**src/rtl/vwm_pkg.sv**
```systemverilog
package vwm_pkg;
  localparam int unsigned RATIO_DEN = 100;
  localparam int unsigned N_THR     = 4;

  typedef enum int unsigned {
    THR_UV_SET = 0,
    THR_UV_CLR = 1,
    THR_OV_SET = 2,
    THR_OV_CLR = 3
  } thr_sel_e;

  // ratios in hundredths of the reference
  function automatic int unsigned thr_ratio(input int unsigned idx);
    case (idx)
      THR_UV_SET: return 90;
      THR_UV_CLR: return 92;
      THR_OV_SET: return 115;
      default:    return 113;
    endcase
  endfunction
endpackage

```
**src/rtl/vwm_ref_decode.sv**
```systemverilog
module vwm_ref_decode #(
  parameter int unsigned VID_W   = 4,
  parameter int unsigned MV_W    = 12,
  parameter int unsigned TOP_MV  = 2050,
  parameter int unsigned STEP_MV = 50
) (
  input  logic             clk_i,
  input  logic             rst_ni,
  input  logic [VID_W-1:0] vid_i,
  output logic [MV_W-1:0]  ref_mv_o
);
  logic [MV_W-1:0] ref_d, ref_q;

  assign ref_d = MV_W'(TOP_MV) - MV_W'(STEP_MV) * MV_W'(vid_i);

  always_ff @(posedge clk_i or negedge rst_ni) begin
    if (!rst_ni) ref_q <= MV_W'(TOP_MV);
    else         ref_q <= ref_d;
  end

  assign ref_mv_o = ref_q;
endmodule

```
**src/rtl/vwm_thresholds.sv**
```systemverilog
module vwm_thresholds
  import vwm_pkg::*;
#(
  parameter int unsigned MV_W = 12
) (
  input  logic [MV_W-1:0]             ref_mv_i,
  output logic [N_THR-1:0][MV_W-1:0]  thr_o
);
  localparam int unsigned PROD_W = MV_W + 8;

  for (genvar g = 0; g < N_THR; g++) begin : g_thr
    localparam int unsigned K = thr_ratio(g);
    logic [PROD_W-1:0] prod, quot;
    assign prod     = PROD_W'(ref_mv_i) * PROD_W'(K);
    assign quot     = prod / PROD_W'(RATIO_DEN);
    assign thr_o[g] = quot[MV_W-1:0];
  end
endmodule

```
**src/rtl/vwm_hyst_cmp.sv**
```systemverilog
module vwm_hyst_cmp #(
  parameter int unsigned MV_W     = 12,
  parameter bit          SET_HIGH = 1'b1,
  parameter bit          RST_VAL  = 1'b0
) (
  input  logic            clk_i,
  input  logic            rst_ni,
  input  logic            valid_i,
  input  logic [MV_W-1:0] smp_i,
  input  logic [MV_W-1:0] set_thr_i,
  input  logic [MV_W-1:0] clr_thr_i,
  output logic            flag_o,
  output logic            clr_pulse_o
);
  logic set_hit, clr_hit;
  logic flag_q, pulse_q;

  if (SET_HIGH) begin : g_high
    assign set_hit = smp_i > set_thr_i;
    assign clr_hit = smp_i < clr_thr_i;
  end else begin : g_low
    assign set_hit = smp_i < set_thr_i;
    assign clr_hit = smp_i > clr_thr_i;
  end

  always_ff @(posedge clk_i or negedge rst_ni) begin
    if (!rst_ni) begin
      flag_q  <= RST_VAL;
      pulse_q <= 1'b0;
    end else begin
      pulse_q <= 1'b0;
      if (valid_i) begin
        if (!flag_q && set_hit) begin
          flag_q <= 1'b1;
        end else if (flag_q && clr_hit) begin
          flag_q  <= 1'b0;
          pulse_q <= 1'b1;
        end
      end
    end
  end

  assign flag_o      = flag_q;
  assign clr_pulse_o = pulse_q;
endmodule

```
**src/rtl/vid_window_mon.sv**
```systemverilog
module vid_window_mon
  import vwm_pkg::*;
#(
  parameter int unsigned VID_W   = 4,
  parameter int unsigned MV_W    = 12,
  parameter int unsigned TOP_MV  = 2050,
  parameter int unsigned STEP_MV = 50
) (
  input  logic             clk_i,
  input  logic             rst_ni,
  input  logic [VID_W-1:0] vid_i,
  input  logic             smp_valid_i,
  input  logic [MV_W-1:0]  smp_mv_i,
  output logic             uv_o,
  output logic             ov_o,
  output logic             ov_clr_o
);
  logic [MV_W-1:0]            ref_mv;
  logic [N_THR-1:0][MV_W-1:0] thr;
  logic                       uv_clr_pulse;

  vwm_ref_decode #(
    .VID_W(VID_W), .MV_W(MV_W), .TOP_MV(TOP_MV), .STEP_MV(STEP_MV)
  ) u_ref (
    .clk_i   (clk_i),
    .rst_ni  (rst_ni),
    .vid_i   (vid_i),
    .ref_mv_o(ref_mv)
  );

  vwm_thresholds #(.MV_W(MV_W)) u_thr (
    .ref_mv_i(ref_mv),
    .thr_o   (thr)
  );

  vwm_hyst_cmp #(.MV_W(MV_W), .SET_HIGH(1'b0), .RST_VAL(1'b1)) u_uv (
    .clk_i      (clk_i),
    .rst_ni     (rst_ni),
    .valid_i    (smp_valid_i),
    .smp_i      (smp_mv_i),
    .set_thr_i  (thr[THR_UV_SET]),
    .clr_thr_i  (thr[THR_UV_CLR]),
    .flag_o     (uv_o),
    .clr_pulse_o(uv_clr_pulse)
  );

  vwm_hyst_cmp #(.MV_W(MV_W), .SET_HIGH(1'b1), .RST_VAL(1'b0)) u_ov (
    .clk_i      (clk_i),
    .rst_ni     (rst_ni),
    .valid_i    (smp_valid_i),
    .smp_i      (smp_mv_i),
    .set_thr_i  (thr[THR_OV_SET]),
    .clr_thr_i  (thr[THR_OV_CLR]),
    .flag_o     (ov_o),
    .clr_pulse_o(ov_clr_o)
  );
endmodule

```
**config.mk**
```make
export PLATFORM = sky130hd
export DESIGN_NAME = vid_window_mon
export DESIGN_NICKNAME = d
export VERILOG_FILES = /design/src/rtl/vwm_pkg.sv /design/src/rtl/vwm_ref_decode.sv /design/src/rtl/vwm_thresholds.sv /design/src/rtl/vwm_hyst_cmp.sv /design/src/rtl/vid_window_mon.sv
export SDC_FILE = /design/constraint.sdc
export NUM_CORES = 1
export LEC_CHECK = 0
export CAP_MARGIN = 20
export CORE_ASPECT_RATIO = 0.5
export CORE_MARGIN = 8
export CORE_UTILIZATION = 35
export CTS_CLUSTER_SIZE = 20
export DETAILED_ROUTE_END_ITERATION = 6
export GPL_TIMING_DRIVEN = 0
export PLACE_DENSITY = 0.51
export RECOVER_POWER = 25
export SLEW_MARGIN = 20
export SYNTH_ARGS = -nofsm -noshare
export SYNTH_HDL_FRONTEND = slang
export SYNTH_HIERARCHICAL = 1
export SYNTH_SLANG_ARGS = --single-unit
```
**constraint.sdc**
```tcl
create_clock -name clk_i -period 47 [get_ports clk_i]
set_clock_uncertainty 0.2 [all_clocks]
set_input_delay 4.7 -clock clk_i [delete_from_list [all_inputs] [get_ports clk_i]]
set_output_delay 4.7 -clock clk_i [all_outputs]
set_load 0.05 [all_outputs]
```
==> results of run 1 <==
## how the worst max path moves through the flow
stage / startpoint / to / slack [ns] / depth (start not counted)
global route: u_ref/ref_mv_o[3] / u_ov/flag_o / 26.52 / 60
floorplan: u_ref/ref_mv_o[3] / u_ov/flag_o / 31.53 / 61
CTS: u_ref/ref_mv_o[3] / u_ov/flag_o / 28.10 / 57
finish: u_ref/ref_mv_o[3] / u_ov/flag_o / 28.10 / 58
global placement: u_ref/ref_mv_o[3] / u_ov/flag_o / 28.11 / 57
detailed placement: u_ref/ref_mv_o[3] / u_ov/flag_o / 28.20 / 57
## critical path, delay by kind of cell (launching register included)
kind	cells	cell delay [ns]
buffers and inverters	6	1.20
DFF	1	0.64
xor gates and xnor gates	6	2.29
adders and majority gates	5	2.20
AOI/OAI and AO/OA	28	8.89
and+or+nand+nor	13	3.33
## sequential cells by signal (all words and copies together), names as in the netlist
| register | flops |
|---|---|
| u_ref/ref_mv_o | 11 |
| u_ov/flag_o | 1 |
| u_ov/clr_pulse_o | 1 |
| u_uv/flag_o | 1 |
## metrics by stage
stage	util (%)	cells
after global routing	37.3	4355
after CTS	37.3	4355
after global placement	37.1	4351
after floorplan	-	3420
final	37.3	4355
after detailed placement	37.1	4351
## metal layers
metal | vias up | routed length (um) | track usage, %
li1 | 13100 | - | -
met1 | 13000 | 41300 | 29.2
met2 | 781 | 37700 | 33.6
met3 | 71 | 3420 | 0.649
met4 | 0 | 1020 | 2.87
met5 | - | 0 | 0
## final cells by class
class,instances,area [um2]
fillers,7451,43000
plain buffers,105,607
repair buffers,21,210
clock buffers,4,88.8
inverters,271,1020
flip-flops and latches,14,354
well taps,910,1140
multi-input cells,3030,22100
==> impl_metrics.yaml, run 1 <==
outcome:
  status: "finished, final reports clean"
global_route:
  antenna_found_initial: 1
  grt_remaining_overflow: 0
  grt_usage_pct: 20.1
  grt_max_degree: 15
  grt_pass1_vias: 25200
  grt_pass1_wl_um: 135000
worst_setup_path:
  r2r_cells: 58
  startpoint_type: "flop"
  critical_path_class: "flop to flop"
  worstPathRequired_ns: 46.91
  worstReg2RegEnd: "u_ov/flag_o"
  cp_slowest_stage_delay_ns: 0.84
  rrSetupSlack_ns: 28.10
  critPathMostFrequentCell: "xnor2_1"
  slowest_stage: "xnor2_1"
  endpoint_kind: "flop"
  arrival_ns: 18.81
  crit_fanout: 12
  r2r_start: "u_ref/ref_mv_o[3]"
cells_and_area:
  syn2layout_area_growth_pct: 6.04
  drive_above_1_share_pct: 9.26
  nets: 3718
  diodes: 0
  layout_commonest_cell: "nor2_1"
  most-common-layout-cells: "nor2_1 (307), inv_1 (258), nand2_1 (250)"
  fin_area_mm2: 0.0256
timing:
  hold_viol: 0
  tightest_slew_ns: 1.11
  period_minus_slack_ns: 18.90
  relSlewSlack_pct: 25.4
  finalSetupTns_ns: 0
  fin_hold_ws_ns: 0.321
  final_max_slew_viol_count: 0
  setup_violations: 0
  timing.final.crit_share_pct: 40.2
  fmax_ghz: 0.0529
  fin_ws_ns: 28.10
  rsz0062_at_grt: "no"
floorplanning:
  dieArea_mm2: 0.0780
  num_io_pins: 22
  initial_core_util_pct: 35.1
  fp.dieH_um: 202
  core_area_mm2: 0.0686
  die_w_um: 387
  num_rows: 68
route:
  vias: 27000
  wirelength_um: 83400
  wl_per_cell_um: 19.2
  viasPerCell: 6.20
  ant_nets: 0
  drt-initial-drc-count: 2069
  firstDrtPassIters: 6
  drc: 0
synthesis:
  synth_nets: 3692
  synth_area_per_cell_um2: 7.05
  yosysWarnings: 6
  syn-cell-area_mm2: 0.0241
  syn_inst: 3420
clock_tree:
  cts.clk_slew.worst_paths_ns: 0.05
  tritoncts: "done"
  cts-buffers-inserted: 3
  htree_levels: 1
  root_buffer: "clkbuf_16"
  numClockSinks: 14
  hold_buffers: 0
  cts_resized: 0
  clk_path_buf_depth: 2
  clk_latency_ns: 0.24
  postCtsSetupBuffers: 0
placement:
  placed_cell_area_mm2: 0.0255
  io_buffers: 21
  hpwl_um: 68700
  gp_congestion: 0.908
  place_ws_ns: 28.20
run:
  max_cap_violations: 0
worst_hold_path:
  min_from: "u_uv/flag_o"
  min_path_cells: 2
  min_path_type: "flop to flop"
  min_to: "u_uv/flag_o"
Power of run 1 is left out: the tool's default activity adds up to more than one toggle a clock period on the data nets, which glitch-free logic cannot reach.
==> run 2, diff against run 1 <==
--- a/config.mk
+++ b/config.mk
@@ -12,7 +12,7 @@
 export CTS_CLUSTER_SIZE = 20
 export DETAILED_ROUTE_END_ITERATION = 6
 export GPL_TIMING_DRIVEN = 0
-export PLACE_DENSITY = 0.51
+export PLACE_DENSITY = 0.53
 export RECOVER_POWER = 25
 export SLEW_MARGIN = 20
 export SYNTH_ARGS = -nofsm -noshare
==> constraint.sdc (replaced) <==
create_clock -name clk_i -period 15.5 [get_ports clk_i]
set_clock_uncertainty 0.2 [all_clocks]
set_input_delay 1.55 -clock clk_i [delete_from_list [all_inputs] [get_ports clk_i]]
set_output_delay 1.55 -clock clk_i [all_outputs]
set_load 0.05 [all_outputs]
==> impl_metrics.yaml, run 2 (synthesis results as in run 1) <==
worst_setup_path:
  crit_start: "u_ref/ref_mv_o[1]"
  arrival_ns: 15.66
  critical_path_class: "flop to flop"
  r2r_start: "u_ref/ref_mv_o[1]"
  slowest_stage: "dfstp_4"
  crit_fanout: 10
  endpoint_kind: "flop"
  worstPathRequired_ns: 15.48
  startpoint_type: "flop"
  cp_slowest_stage_delay_ns: 0.67
  critPathMostFrequentCell: "buf_4"
timing:
  fin_ws_ns: -0.179
  timing.final.crit_share_pct: 101
  finalSetupTns_ns: -0.193
  fin_hold_ws_ns: 0.293
  relSlewSlack_pct: 36.7
  rsz0062_at_grt: "yes"
  setup_violations: 2
  hold_viol: 0
  tightest_slew_ns: 0.943
  final_max_slew_viol_count: 0
  fmax_ghz: 0.0638
  period_minus_slack_ns: 15.68
clock_tree:
  tritoncts: "done"
  root_buffer: "clkbuf_16"
  hold_buffers: 0
  htree_levels: 1
  cts-buffers-inserted: 3
  clk_latency_ns: 0.25
  cts.clk_slew.worst_paths_ns: 0.06
  clk_path_buf_depth: 2
  numClockSinks: 14
cells_and_area:
  most-common-layout-cells: "nor2_1 (289), buf_4 (258), inv_1 (250)"
  syn2layout_area_growth_pct: 26.9
  fin_area_mm2: 0.0306
  drive_above_1_share_pct: 25.4
  largest_register_ffs: 11
  layout_commonest_cell: "nor2_1"
  nets: 3975
  num-fill-cells: 6971
  diodes: 0
global_route:
  grt_usage_pct: 20.9
  antenna_found_initial: 1
  grt_pass1_wl_um: 141000
  grt_max_degree: 15
  grt_remaining_overflow: 0
  grt_pass1_vias: 26600
floorplanning:
  core_area_mm2: 0.0686
  num_rows: 68
  die_w_um: 387
  fp.dieH_um: 202
  dieArea_mm2: 0.0780
  num_io_pins: 22
  initial_core_util_pct: 35.1
outcome:
  status: "finished with violations"
  violations: "negative setup slack"
route:
  ant_nets: 0
  drt-initial-drc-count: 2465
  viasPerCell: 6.18
  firstDrtPassIters: 5
  wirelength_um: 88900
  drc: 0
  vias: 28500
  wl_per_cell_um: 19.3
worst_hold_path:
  min_from: "u_uv/flag_o"
  min_path_type: "flop to flop"
placement:
  gp_congestion: 0.921
  placed_cell_area_mm2: 0.0255
  hpwl_um: 67000
  io_buffers: 21
run:
  max_cap_violations: 0
==> run 2: worst paths after layout <==
check / endpoint / slack [ns] / cells past startpoint
setup / recovery: u_uv/flag_o / -0.18 / 63
hold / removal: u_uv/flag_o / 0.29 / 2
setup reg to reg: u_uv/flag_o / -0.18 / 63
hold reg to reg: u_uv/flag_o / 0.29 / 2
max in group asynchronous: u_ref/ref_mv_o[10] / 12.85 / 1
min in group asynchronous: u_ov/clr_pulse_o / 1.64 / 1
==> run 2: metrics by stage <==
step / cells / setup WS, ns / util (%)
after CTS: 4540 / 0.000529 / 42.3
after global placement: 4351 / -3.44 / 37.1
after floorplan: 3420 / 0.0287 / -
after global routing: 4612 / -0.801 / 44.6
final: 4612 / -0.179 / 44.6
after detailed placement: 4351 / -3.47 / 37.1
==> run 2: critical path, delay by kind of cell, from the launching register on <==
| family | cells | cell delay [ns] |
|---|---|---|
| compound gates | 26 | 6.22 |
| simple gates | 14 | 3.46 |
| buf+inv | 15 | 2.14 |
| fa+ha+maj | 5 | 1.89 |
| mux | 3 | 0.99 |
| flops | 1 | 0.67 |
==> run 2: layer usage <==
metal  wire (um)  up-vias  GRT usage [%]  share of wire, %
li1            -    13700              -                 -
met1       42100    13900           29.6                47
met2       41400      857           35.9                47
met3        4190      105          0.731               4.7
met4        1270        0           3.11               1.4
met5           0        -              0                 0
==> run 2: cell type report <==
cell class | count | area [um2] | area share [%]
buffer | 99 | 659 | 2.16
clock buffer | 4 | 88.8 | 0.290
inverter | 271 | 1070 | 3.50
multi-input combinational | 3030 | 25000 | 81.6
sequential | 14 | 372 | 1.21
tap | 910 | 1140 | 3.72
timing repair buffer | 284 | 2300 | 7.52
==> run 2: repair_timing <==
action,4_1_cts,5_1_grt
cloned,1,0
buffers inserted,186,77
endpoints found under the setup margin,3,3
pin swaps,145,108
resized for setup,379,213
Power of run 2 is left out for the same reason.
